$ cat config.mk
export PLATFORM = sky130hd
export DESIGN_NAME = flash_wr_qualifier
export DESIGN_NICKNAME = d
export VERILOG_FILES = /design/src/rtl/flash_wq_pkg.sv /design/src/rtl/wq_pin_filter.sv /design/src/rtl/wq_cycle_tracker.sv /design/src/rtl/wq_cmd_seq.sv /design/src/rtl/flash_wr_qualifier.sv
export SDC_FILE = /design/constraint.sdc
export NUM_CORES = 1
export LEC_CHECK = 0
export ABC_CLOCK_PERIOD_IN_PS = 1700
export BUFFER_PORTS_ARGS = -buffer_cell sky130_fd_sc_hd__buf_4
export CAP_MARGIN = 20
export CORE_MARGIN = 3
export CORE_UTILIZATION = 48
export DETAILED_ROUTE_END_ITERATION = 12
export GPL_TIMING_DRIVEN = 0
export PLACE_DENSITY_LB_ADDON = 0.15
export SYNTH_ARGS = -nofsm -noshare
export SYNTH_HDL_FRONTEND = slang
export SYNTH_SLANG_ARGS = --single-unit
export TNS_END_PERCENT = 20
$ cat constraint.sdc
create_clock -name clk -period 1.7 [get_ports clk]
set_input_delay 0.085 -clock clk [delete_from_list [all_inputs] [get_ports clk]]
set_output_delay 0.085 -clock clk [all_outputs]
set_load 0.02 [all_outputs]
$ cat src/rtl/flash_wq_pkg.sv
`timescale 1ns/1ps
package flash_wq_pkg;
  typedef enum logic [1:0] {
    SEQ_UNL0 = 2'd0,
    SEQ_UNL1 = 2'd1,
    SEQ_CMD  = 2'd2
  } seq_state_t;

  localparam int PIN_CE = 0;
  localparam int PIN_WE = 1;
  localparam int PIN_OE = 2;
  localparam int NPINS  = 3;
endpackage

$ cat src/rtl/wq_pin_filter.sv
`timescale 1ns/1ps
// Two-flop synchronizer followed by a stable-count filter.
// The output takes a new level only after the synchronized input has
// held it for GLITCH_CYC consecutive samples. Reset value is 0 (asserted).
module wq_pin_filter #(
  parameter int GLITCH_CYC = 3
) (
  input  logic clk,
  input  logic rst_n,
  input  logic pin_n,
  output logic flt_n
);
  logic s1, s2;

  always_ff @(posedge clk or negedge rst_n) begin
    if (!rst_n) begin
      s1 <= 1'b0;
      s2 <= 1'b0;
    end else begin
      s1 <= pin_n;
      s2 <= s1;
    end
  end

  generate
    if (GLITCH_CYC > 1) begin : g_cnt
      localparam int CW = $clog2(GLITCH_CYC + 1);
      localparam logic [CW-1:0] LIM = CW'(GLITCH_CYC - 1);
      logic [CW-1:0] cnt;
      always_ff @(posedge clk or negedge rst_n) begin
        if (!rst_n) begin
          cnt   <= '0;
          flt_n <= 1'b0;
        end else if (s2 == flt_n) begin
          cnt <= '0;
        end else if (cnt == LIM) begin
          cnt   <= '0;
          flt_n <= s2;
        end else begin
          cnt <= cnt + 1'b1;
        end
      end
    end else begin : g_direct
      always_ff @(posedge clk or negedge rst_n) begin
        if (!rst_n) flt_n <= 1'b0;
        else        flt_n <= s2;
      end
    end
  endgenerate
endmodule

$ cat src/rtl/wq_cycle_tracker.sv
`timescale 1ns/1ps
// Opens a write cycle when CE and WE are both low with OE high. This is the
// later of the two falling edges, and the address is captured here. The
// cycle closes at the first rise of CE or WE, where the data is captured.
module wq_cycle_tracker #(
  parameter int AW = 11,
  parameter int DW = 8
) (
  input  logic          clk,
  input  logic          rst_n,
  input  logic          ce_f,
  input  logic          we_f,
  input  logic          oe_f,
  input  logic [AW-1:0] addr_in,
  input  logic [DW-1:0] data_in,
  output logic          wr_valid,
  output logic [AW-1:0] wr_addr,
  output logic [DW-1:0] wr_data
);
  logic in_cycle;
  logic pu_block;
  logic any_high;

  assign any_high = ce_f | we_f;

  always_ff @(posedge clk or negedge rst_n) begin
    if (!rst_n) begin
      in_cycle <= 1'b0;
      pu_block <= 1'b1;
      wr_valid <= 1'b0;
      wr_addr  <= '0;
      wr_data  <= '0;
    end else begin
      wr_valid <= 1'b0;
      if (pu_block && any_high) pu_block <= 1'b0;
      if (!in_cycle) begin
        if (!pu_block && !any_high && oe_f) begin
          in_cycle <= 1'b1;
          wr_addr  <= addr_in;
        end
      end else if (!oe_f) begin
        in_cycle <= 1'b0;
      end else if (any_high) begin
        in_cycle <= 1'b0;
        wr_valid <= 1'b1;
        wr_data  <= data_in;
      end
    end
  end
endmodule

$ cat src/rtl/wq_cmd_seq.sv
`timescale 1ns/1ps
// Unlock-sequence checker and read-mode tracking.
module wq_cmd_seq
  import flash_wq_pkg::*;
#(
  parameter int AW = 11,
  parameter int DW = 8,
  parameter int NSECT = 8,
  parameter logic [AW-1:0] UNL_A0 = 'h555,
  parameter logic [DW-1:0] UNL_D0 = 'hAA,
  parameter logic [AW-1:0] UNL_A1 = 'h2AA,
  parameter logic [DW-1:0] UNL_D1 = 'h55
) (
  input  logic             clk,
  input  logic             rst_n,
  input  logic             wr_valid,
  input  logic [AW-1:0]    wr_addr,
  input  logic [DW-1:0]    wr_data,
  input  logic             op_done,
  input  logic             susp_en,
  input  logic [NSECT-1:0] susp_mask,
  input  logic [AW-1:0]    rd_addr,
  output logic             cmd_valid,
  output logic [DW-1:0]    cmd_data,
  output logic             read_array,
  output logic             rd_status
);
  localparam int SBITS = $clog2(NSECT);

  seq_state_t st;
  logic       hit0, hit1;
  logic [SBITS-1:0] sec;

  assign hit0 = (wr_addr == UNL_A0) && (wr_data == UNL_D0);
  assign hit1 = (wr_addr == UNL_A1) && (wr_data == UNL_D1);
  assign sec  = rd_addr[AW-1 -: SBITS];
  assign rd_status = !read_array || (susp_en && susp_mask[sec]);

  always_ff @(posedge clk or negedge rst_n) begin
    if (!rst_n) begin
      st         <= SEQ_UNL0;
      cmd_valid  <= 1'b0;
      cmd_data   <= '0;
      read_array <= 1'b1;
    end else begin
      cmd_valid <= 1'b0;
      if (wr_valid) begin
        case (st)
          SEQ_UNL0: begin
            if (hit0) st <= SEQ_UNL1;
            else      read_array <= 1'b1;
          end
          SEQ_UNL1: begin
            if (hit1) begin
              st <= SEQ_CMD;
            end else begin
              st         <= SEQ_UNL0;
              read_array <= 1'b1;
            end
          end
          SEQ_CMD: begin
            cmd_valid  <= 1'b1;
            cmd_data   <= wr_data;
            read_array <= 1'b0;
            st         <= SEQ_UNL0;
          end
          default: st <= SEQ_UNL0;
        endcase
      end else if (op_done) begin
        read_array <= 1'b1;
      end
    end
  end
endmodule

$ cat src/rtl/flash_wr_qualifier.sv
`timescale 1ns/1ps
module flash_wr_qualifier
  import flash_wq_pkg::*;
#(
  parameter int AW = 11,
  parameter int DW = 8,
  parameter int NSECT = 8,
  parameter int GLITCH_CYC = 3,
  parameter logic [AW-1:0] UNL_A0 = 'h555,
  parameter logic [DW-1:0] UNL_D0 = 'hAA,
  parameter logic [AW-1:0] UNL_A1 = 'h2AA,
  parameter logic [DW-1:0] UNL_D1 = 'h55
) (
  input  logic             clk,
  input  logic             rst_n,
  input  logic             supply_ok,
  input  logic             ce_n,
  input  logic             we_n,
  input  logic             oe_n,
  input  logic [AW-1:0]    bus_addr,
  input  logic [DW-1:0]    bus_data,
  input  logic             op_done,
  input  logic             susp_en,
  input  logic [NSECT-1:0] susp_mask,
  input  logic [AW-1:0]    rd_addr,
  output logic             wr_valid,
  output logic [AW-1:0]    wr_addr,
  output logic [DW-1:0]    wr_data,
  output logic             cmd_valid,
  output logic [DW-1:0]    cmd_data,
  output logic             read_array,
  output logic             rd_status,
  output logic             core_rst
);
  logic sup_q1, sup_q2, rst_int_n;
  logic [NPINS-1:0] pin_raw, pin_flt;

  // Supply-good synchronizer; its output resets everything downstream.
  always_ff @(posedge clk or negedge rst_n) begin
    if (!rst_n) begin
      sup_q1    <= 1'b0;
      sup_q2    <= 1'b0;
      rst_int_n <= 1'b0;
    end else begin
      sup_q1    <= supply_ok;
      sup_q2    <= sup_q1;
      rst_int_n <= sup_q2;
    end
  end
  assign core_rst = !rst_int_n;

  assign pin_raw[PIN_CE] = ce_n;
  assign pin_raw[PIN_WE] = we_n;
  assign pin_raw[PIN_OE] = oe_n;

  for (genvar gi = 0; gi < NPINS; gi++) begin : g_pin
    wq_pin_filter #(.GLITCH_CYC(GLITCH_CYC)) u_flt (
      .clk   (clk),
      .rst_n (rst_int_n),
      .pin_n (pin_raw[gi]),
      .flt_n (pin_flt[gi])
    );
  end

  wq_cycle_tracker #(.AW(AW), .DW(DW)) u_trk (
    .clk      (clk),
    .rst_n    (rst_int_n),
    .ce_f     (pin_flt[PIN_CE]),
    .we_f     (pin_flt[PIN_WE]),
    .oe_f     (pin_flt[PIN_OE]),
    .addr_in  (bus_addr),
    .data_in  (bus_data),
    .wr_valid (wr_valid),
    .wr_addr  (wr_addr),
    .wr_data  (wr_data)
  );

  wq_cmd_seq #(
    .AW(AW), .DW(DW), .NSECT(NSECT),
    .UNL_A0(UNL_A0), .UNL_D0(UNL_D0), .UNL_A1(UNL_A1), .UNL_D1(UNL_D1)
  ) u_seq (
    .clk        (clk),
    .rst_n      (rst_int_n),
    .wr_valid   (wr_valid),
    .wr_addr    (wr_addr),
    .wr_data    (wr_data),
    .op_done    (op_done),
    .susp_en    (susp_en),
    .susp_mask  (susp_mask),
    .rd_addr    (rd_addr),
    .cmd_valid  (cmd_valid),
    .cmd_data   (cmd_data),
    .read_array (read_array),
    .rd_status  (rd_status)
  );
endmodule

Word-level counts from Yosys, hierarchy flattened
Cells that the tools add are included.
Storage, ports and cells
  flip-flop bits (word level): 52
  input port bits: 46
  output and inout port bits: 32
  word-level logic and storage cells: 95
Cells by class
  add/subtract/negate cells: 3
  $lt $le $gt $ge: 1
  eq/ne operators: 16
  multiplexer cells: 25
  bitwise gates (word level): 5
  reduce and logical (&&, ||, !) cells: 21
Operators with widths (number)
  $mux 2: 8
  $mux 1: 14
  $reduce_and 2->1: 6
  $eq 11x10->1 const B: 1
  $eq 11x11->1 const B: 1
  $eq 2x2->1 const B: 4
  $eq 8x7->1 const B: 1
  $eq 8x8->1 const B: 1
  $add 2x1->2 const B: 3
  $logic_and 1x1->1: 6
  $ne 3x3->1 const B: 2
  $logic_not 1->1: 4
  $lt 3x4->1 const B: 1
  $ne 4x4->1 const B: 1
  $not 1->1: 4
  $pmux 2 s2: 1
  $reduce_and 4->1: 1
  $bmux 1 s3: 1
  $eq 1x1->1: 3
  $pmux 1 s3: 1
  $reduce_and 3->1: 1
  $eq 2x1->1 const B: 1
  $logic_not 2->1: 1
  $ne 2x1->1 const B: 1
  3 further kinds: 3

Logic depth before layout (Yosys ltp)
  depth after elaboration: 6
  depth in mapped cells: 5
  depth with buffers taken out: 4

Hierarchy
A second synthesis with hierarchy kept.
Second synthesis, totals
  cell total of the unflattened synthesis: 146
  area total of the unflattened synthesis: 2194.6 um2
Modules (own cells, without submodules)
  wq_cycle_tracker: instances 1, cells each 51, area each 869.6 um2, sequential area each 551.8 um2
  wq_cmd_seq: instances 1, cells each 61, area each 720.7 um2, sequential area each 301.5 um2
  wq_pin_filter: instances 3, cells each 10, area each 175.2 um2, sequential area each 125.1 um2
  flash_wr_qualifier: instances 1, cells each 4, area each 78.8 um2, sequential area each 75.1 um2

Least setup slack after synthesis
No wires, ideal clock.
  path type: register to output
  start: reg rst_int_n
  end: out core_rst
  data arrival time: 1712 ps
  slack: -97 ps
  stages on the path, launching flop included: 2
  path through: dfrtp_1 -> inv_1
On the way
  cells in the longest elaborated chain, start to end: 1
Ends and longest elaborated chain
  start: declaration: RTL line flash_wr_qualifier.sv:35  | logic sup_q1, sup_q2, rst_int_n;
  start signal: assignment: RTL line flash_wr_qualifier.sv:47  | rst_int_n <= sup_q2;
  $logic_not 1->1 (no line)
  end: declaration: RTL line flash_wr_qualifier.sv:33  | output logic core_rst
No other way between the ends.

Worst setup path after layout
  start: reg u_trk.wr_addr[3]
  end: reg u_seq.read_array
On the way
  cells in the longest elaborated chain, start to end: 4
Ends and longest elaborated chain
  start: declaration: RTL line wq_cycle_tracker.sv:17  | output logic [AW-1:0] wr_addr,
  start signal: assignment: RTL line wq_cycle_tracker.sv:39  | wr_addr <= addr_in;
  $eq 11x10->1 / $eq 11x11->1 (equally long branches): RTL line wq_cmd_seq.sv:35, wq_cmd_seq.sv:34
  $logic_and 1x1->1, on equally long branches: RTL line wq_cmd_seq.sv:35, wq_cmd_seq.sv:34
  $ne 3x3->1 (no line)
  $reduce_and 4->1 (no line) *
  end signal: assignment: RTL line wq_cmd_seq.sv:44  | read_array <= 1'b1;
  end signal: assignment: RTL line wq_cmd_seq.sv:51  | else read_array <= 1'b1;
  end signal: assignment: RTL line wq_cmd_seq.sv:58  | read_array <= 1'b1;
  end: declaration: RTL line wq_cmd_seq.sv:25  | output logic read_array,
Mark *: on every way between the ends. The rest lies on a longest branch, timed or not.
A chain may end at the register's enable or synchronous reset.

==> metrics.txt <==
status=finished, violations left; failing checks=setup timing; clock power share=15.3%; Worst-Skew Late Latency=310 ps; drt drc=0; starting DRC count in detailed routing=75; Data required, critical path=1940 ps; vias in the first global route=1578; fill count=275; worst setup path start=u_trk.wr_addr[3]; Clock Sinks=52; crit path capture=u_seq.read_array; Tcrit/Tclk final=102.9%; Switching Fraction=37.17%; IO Pins=78; Chip Height=70.86 µm; Top FF cell, synth=dfrtp_1; number of synthesized flops with an enable pin=0; gpl congestion=0.7308; fin nets=286; PnR worst setup slack=-49.31 ps; Int Power=2949 µW; P_sw=1745 µW; Rel. slew slack=59.00%; first-pass detailed-route iteration total=4; #FFs+latches synth=52; Post-synth ARST share=100.0%; routed via count=1528; pwr dens=1627 nW/µm²; register area share after synthesis=64.56%; MaxCap Viol Count=0; metal2 WL=2.451 mm; worst r2r dst=u_seq.read_array; Worst Clk Skew=13.28 ps; CP Depth=4; sequential cell area=1310 µm²; max incr delay on CP=560 ps; R2R Path Start=u_trk.wr_addr[3]; RSZ-0062 raised after global routing=true; CP max-delay cell=or4bb_1; Cell Chain, Critical Path=or4bb_1 > nor4_2 > nand3_1 > a32o_1; most instantiated cells after synthesis=50 x dfrtp_1, 26 x nand2_1, 23 x mux2_2; Mapped Nets=194; Antenna Violating Nets Remaining=0; fin. max-slew vios=0; reg2reg path depth=4; CP max FO=4; Netlist Area Pre-Place=2019 µm²; H-tree levels=2; worst-case clock buffer depth=2; routed length per instance=15.52 µm; Met1 Wirelength=1.689 mm; clk root buf=clkbuf_8; TritonCTS Buffers=5; Comb pwr share=38.6%; Crit. End Element=register; most frequent cell after synthesis=dfrtp_1; n_diodes=0; Final Hold Violating Endpoints=0; CP Data Arrival Time=1990 ps; fmax=571.7 MHz; die outline width=70.86 µm; Syn Area/Cell=13.64 µm²; die area=5021 µm²; core area=3854 µm²; # rows=22; CTS tree=yes; GRT Total Usage=18.39%; register-to-register path setup slack=-50 ps; synth unique cells=29; Synth Warn #=0; total gr overflow=0; multi-input combinational cell area=709.4 µm²; layout cells sized above 1=46.89%; post-layout minimum cycle time=1749 ps; P_leak=0.001331 µW; Initial Utilization=52.40%; Layout area overhead=42.87%; top cell type's share of synthesized area=61.96%; initial antenna violation count=0; Overall Power=4694 µW; cells after synthesis=148; Fin Hold WS=12.64 ps; crit path buf inv count=0; endpoints failing setup=1; PortBufs=69; sequential share of power=46.2%; global-route wire length before repair=7.196 mm; peak supply drop=1.067 mV; Met3 Routed Length=287 µm; largest cells by area after synthesis=dfrtp_1 62%, mux2_2 13%, nand2_1 4.8%; via density per instance=5.287; HPWL after DPL=3.177 mm; max layer used=met4; largest net degree at the start of global routing=51; Setup CP Type=register to register; clock slew at reported path FFs=90 ps; Worst Tran Pin Value=615.0 ps; cell family with most CP delay=simple AND/OR/NAND/NOR gates; DRT Wirelength=4.486 mm; element type at the critical path start=register; Worst Hold Class=primary input to register; Yosys top cell by area=dfrtp_1
==> power groups by stage <==
stage	registers (µW)	logic, µW	clock network [µW]
CTS	2140	1780	738
detailed placement	2160	1740	0
finish	2170	1810	717
global route	2230	1940	802
global placement	2120	1700	0
floorplan	2410	681	0
==> layout by cell type (no fill, tap or decap) <==
master	Yosys	final
a21oi_1	1	1
a32o_1	1	1
and2_1	1	1
buf_4	0	71
clkbuf_8	0	5
clkinv_4	0	1
clkinvlp_4	0	2
dfrtp_1	50	47
dfrtp_2	0	2
dfrtp_4	0	1
dfstp_2	2	2
dlygate4sd3_1	0	15
inv_1	5	5
inv_8	0	1
mux2_2	23	23
mux4_2	2	2
nand2_1	26	26
nand3_1	3	3
nand3b_1	1	1
nand4_1	1	1
nand4b_1	2	2
nand4bb_1	1	1
nor2_1	1	1
nor2b_1	4	4
nor3_1	3	3
nor3b_1	3	3
nor4_2	0	1
nor4b_1	1	1
nor4bb_1	4	3
nor4bb_2	0	1
o211ai_4	0	1
o21ai_0	2	2
or3_1	1	1
or4b_1	2	2
or4bb_1	1	1
xnor2_1	3	3
==> area by class of cell <==
class / count / area share [%]
Sequential cell: 52 / 45.40
Multi-Input combinational cell: 89 / 24.59
Timing Repair Buffer: 85 / 23.42
Clock buffer: 5 / 2.385
Tap cell: 48 / 2.082
Clock inverter: 3 / 0.9540
Inverter: 6 / 0.9107
Buffer: 1 / 0.2602
==> metal layers <==
metal	track usage [%]	vias up
li1	-	700
met1	20.87	762
met2	33.37	58
met3	5.682	8
met4	5.010	0
met5	0	-
==> per-stage QoR <==
stage	setup TNS [ps]	instance area, µm²	cells	util [%]	setup slack, ps
global route	-125.5	2885	289	74.87	-96.13
global placement	-6.140	2599	265	67.44	-6.140
finish	-49.31	2885	289	74.87	-49.31
CTS	-7.877	2834	286	73.54	-7.877
floorplan	0	2021	148	-	7.523
detailed placement	0	2599	265	67.44	4.806
==> cells by family (layout without fill, tap and decap cells) <==
kind of cell / Yosys count / after routing / synth area share [%]
simple gates: 56 / 56 / 15.86
xor+xnor: 3 / 3 / 1.301
flops: 52 / 52 / 64.56
buf+inv: 7 / 100 / 1.363
mux: 25 / 25 / 15.06
compound gates: 5 / 5 / 1.858
==> worst register-to-register path, stage by stage, from the launching register on <==
cell	delay [ps]
dfrtp_1	410
or4bb_1	560
nor4_2	310
nand3_1	140
a32o_1	260
==> flip-flops by register name (all words and copies together) (netlist names), 2 cells and up <==
signal,cells
g_pin.u_flt.g_cnt.cnt,6
u_trk.wr_addr,11
g_pin.u_flt.s1,3
u_seq.cmd_data,8
g_pin.u_flt.s2,3
u_seq.st,2
g_pin.u_flt.flt_n,3
u_trk.wr_data,8
==> worst min-delay path by stage <==
stage / from / to / slack (ps) / depth (start not counted)
2_1_floorplan: rst_n / rst_int_n / -210 / 0
3_3_place_gp: rst_n / sup_q1 / -130 / 1
3_5_place_dp: rst_n / sup_q1 / -130 / 1
4_1_cts: bus_addr[4] / u_trk.wr_addr[4] / 1 / 2
5_1_grt: bus_addr[10] / u_trk.wr_addr[10] / 0.8 / 2
6_report: bus_addr[4] / u_trk.wr_addr[4] / 10 / 2
==> repair_timing <==
item                                    CTS  global route
pin swaps                                 5             1
hold endpoints to repair                 15             2
endpoints found under the setup margin    2            19
gates cloned                              0             0
gates resized for setup                   2             7
hold buffers                             13             2
setup buffers                             0             1
Note: power is estimated with default switching activity, not from simulation.
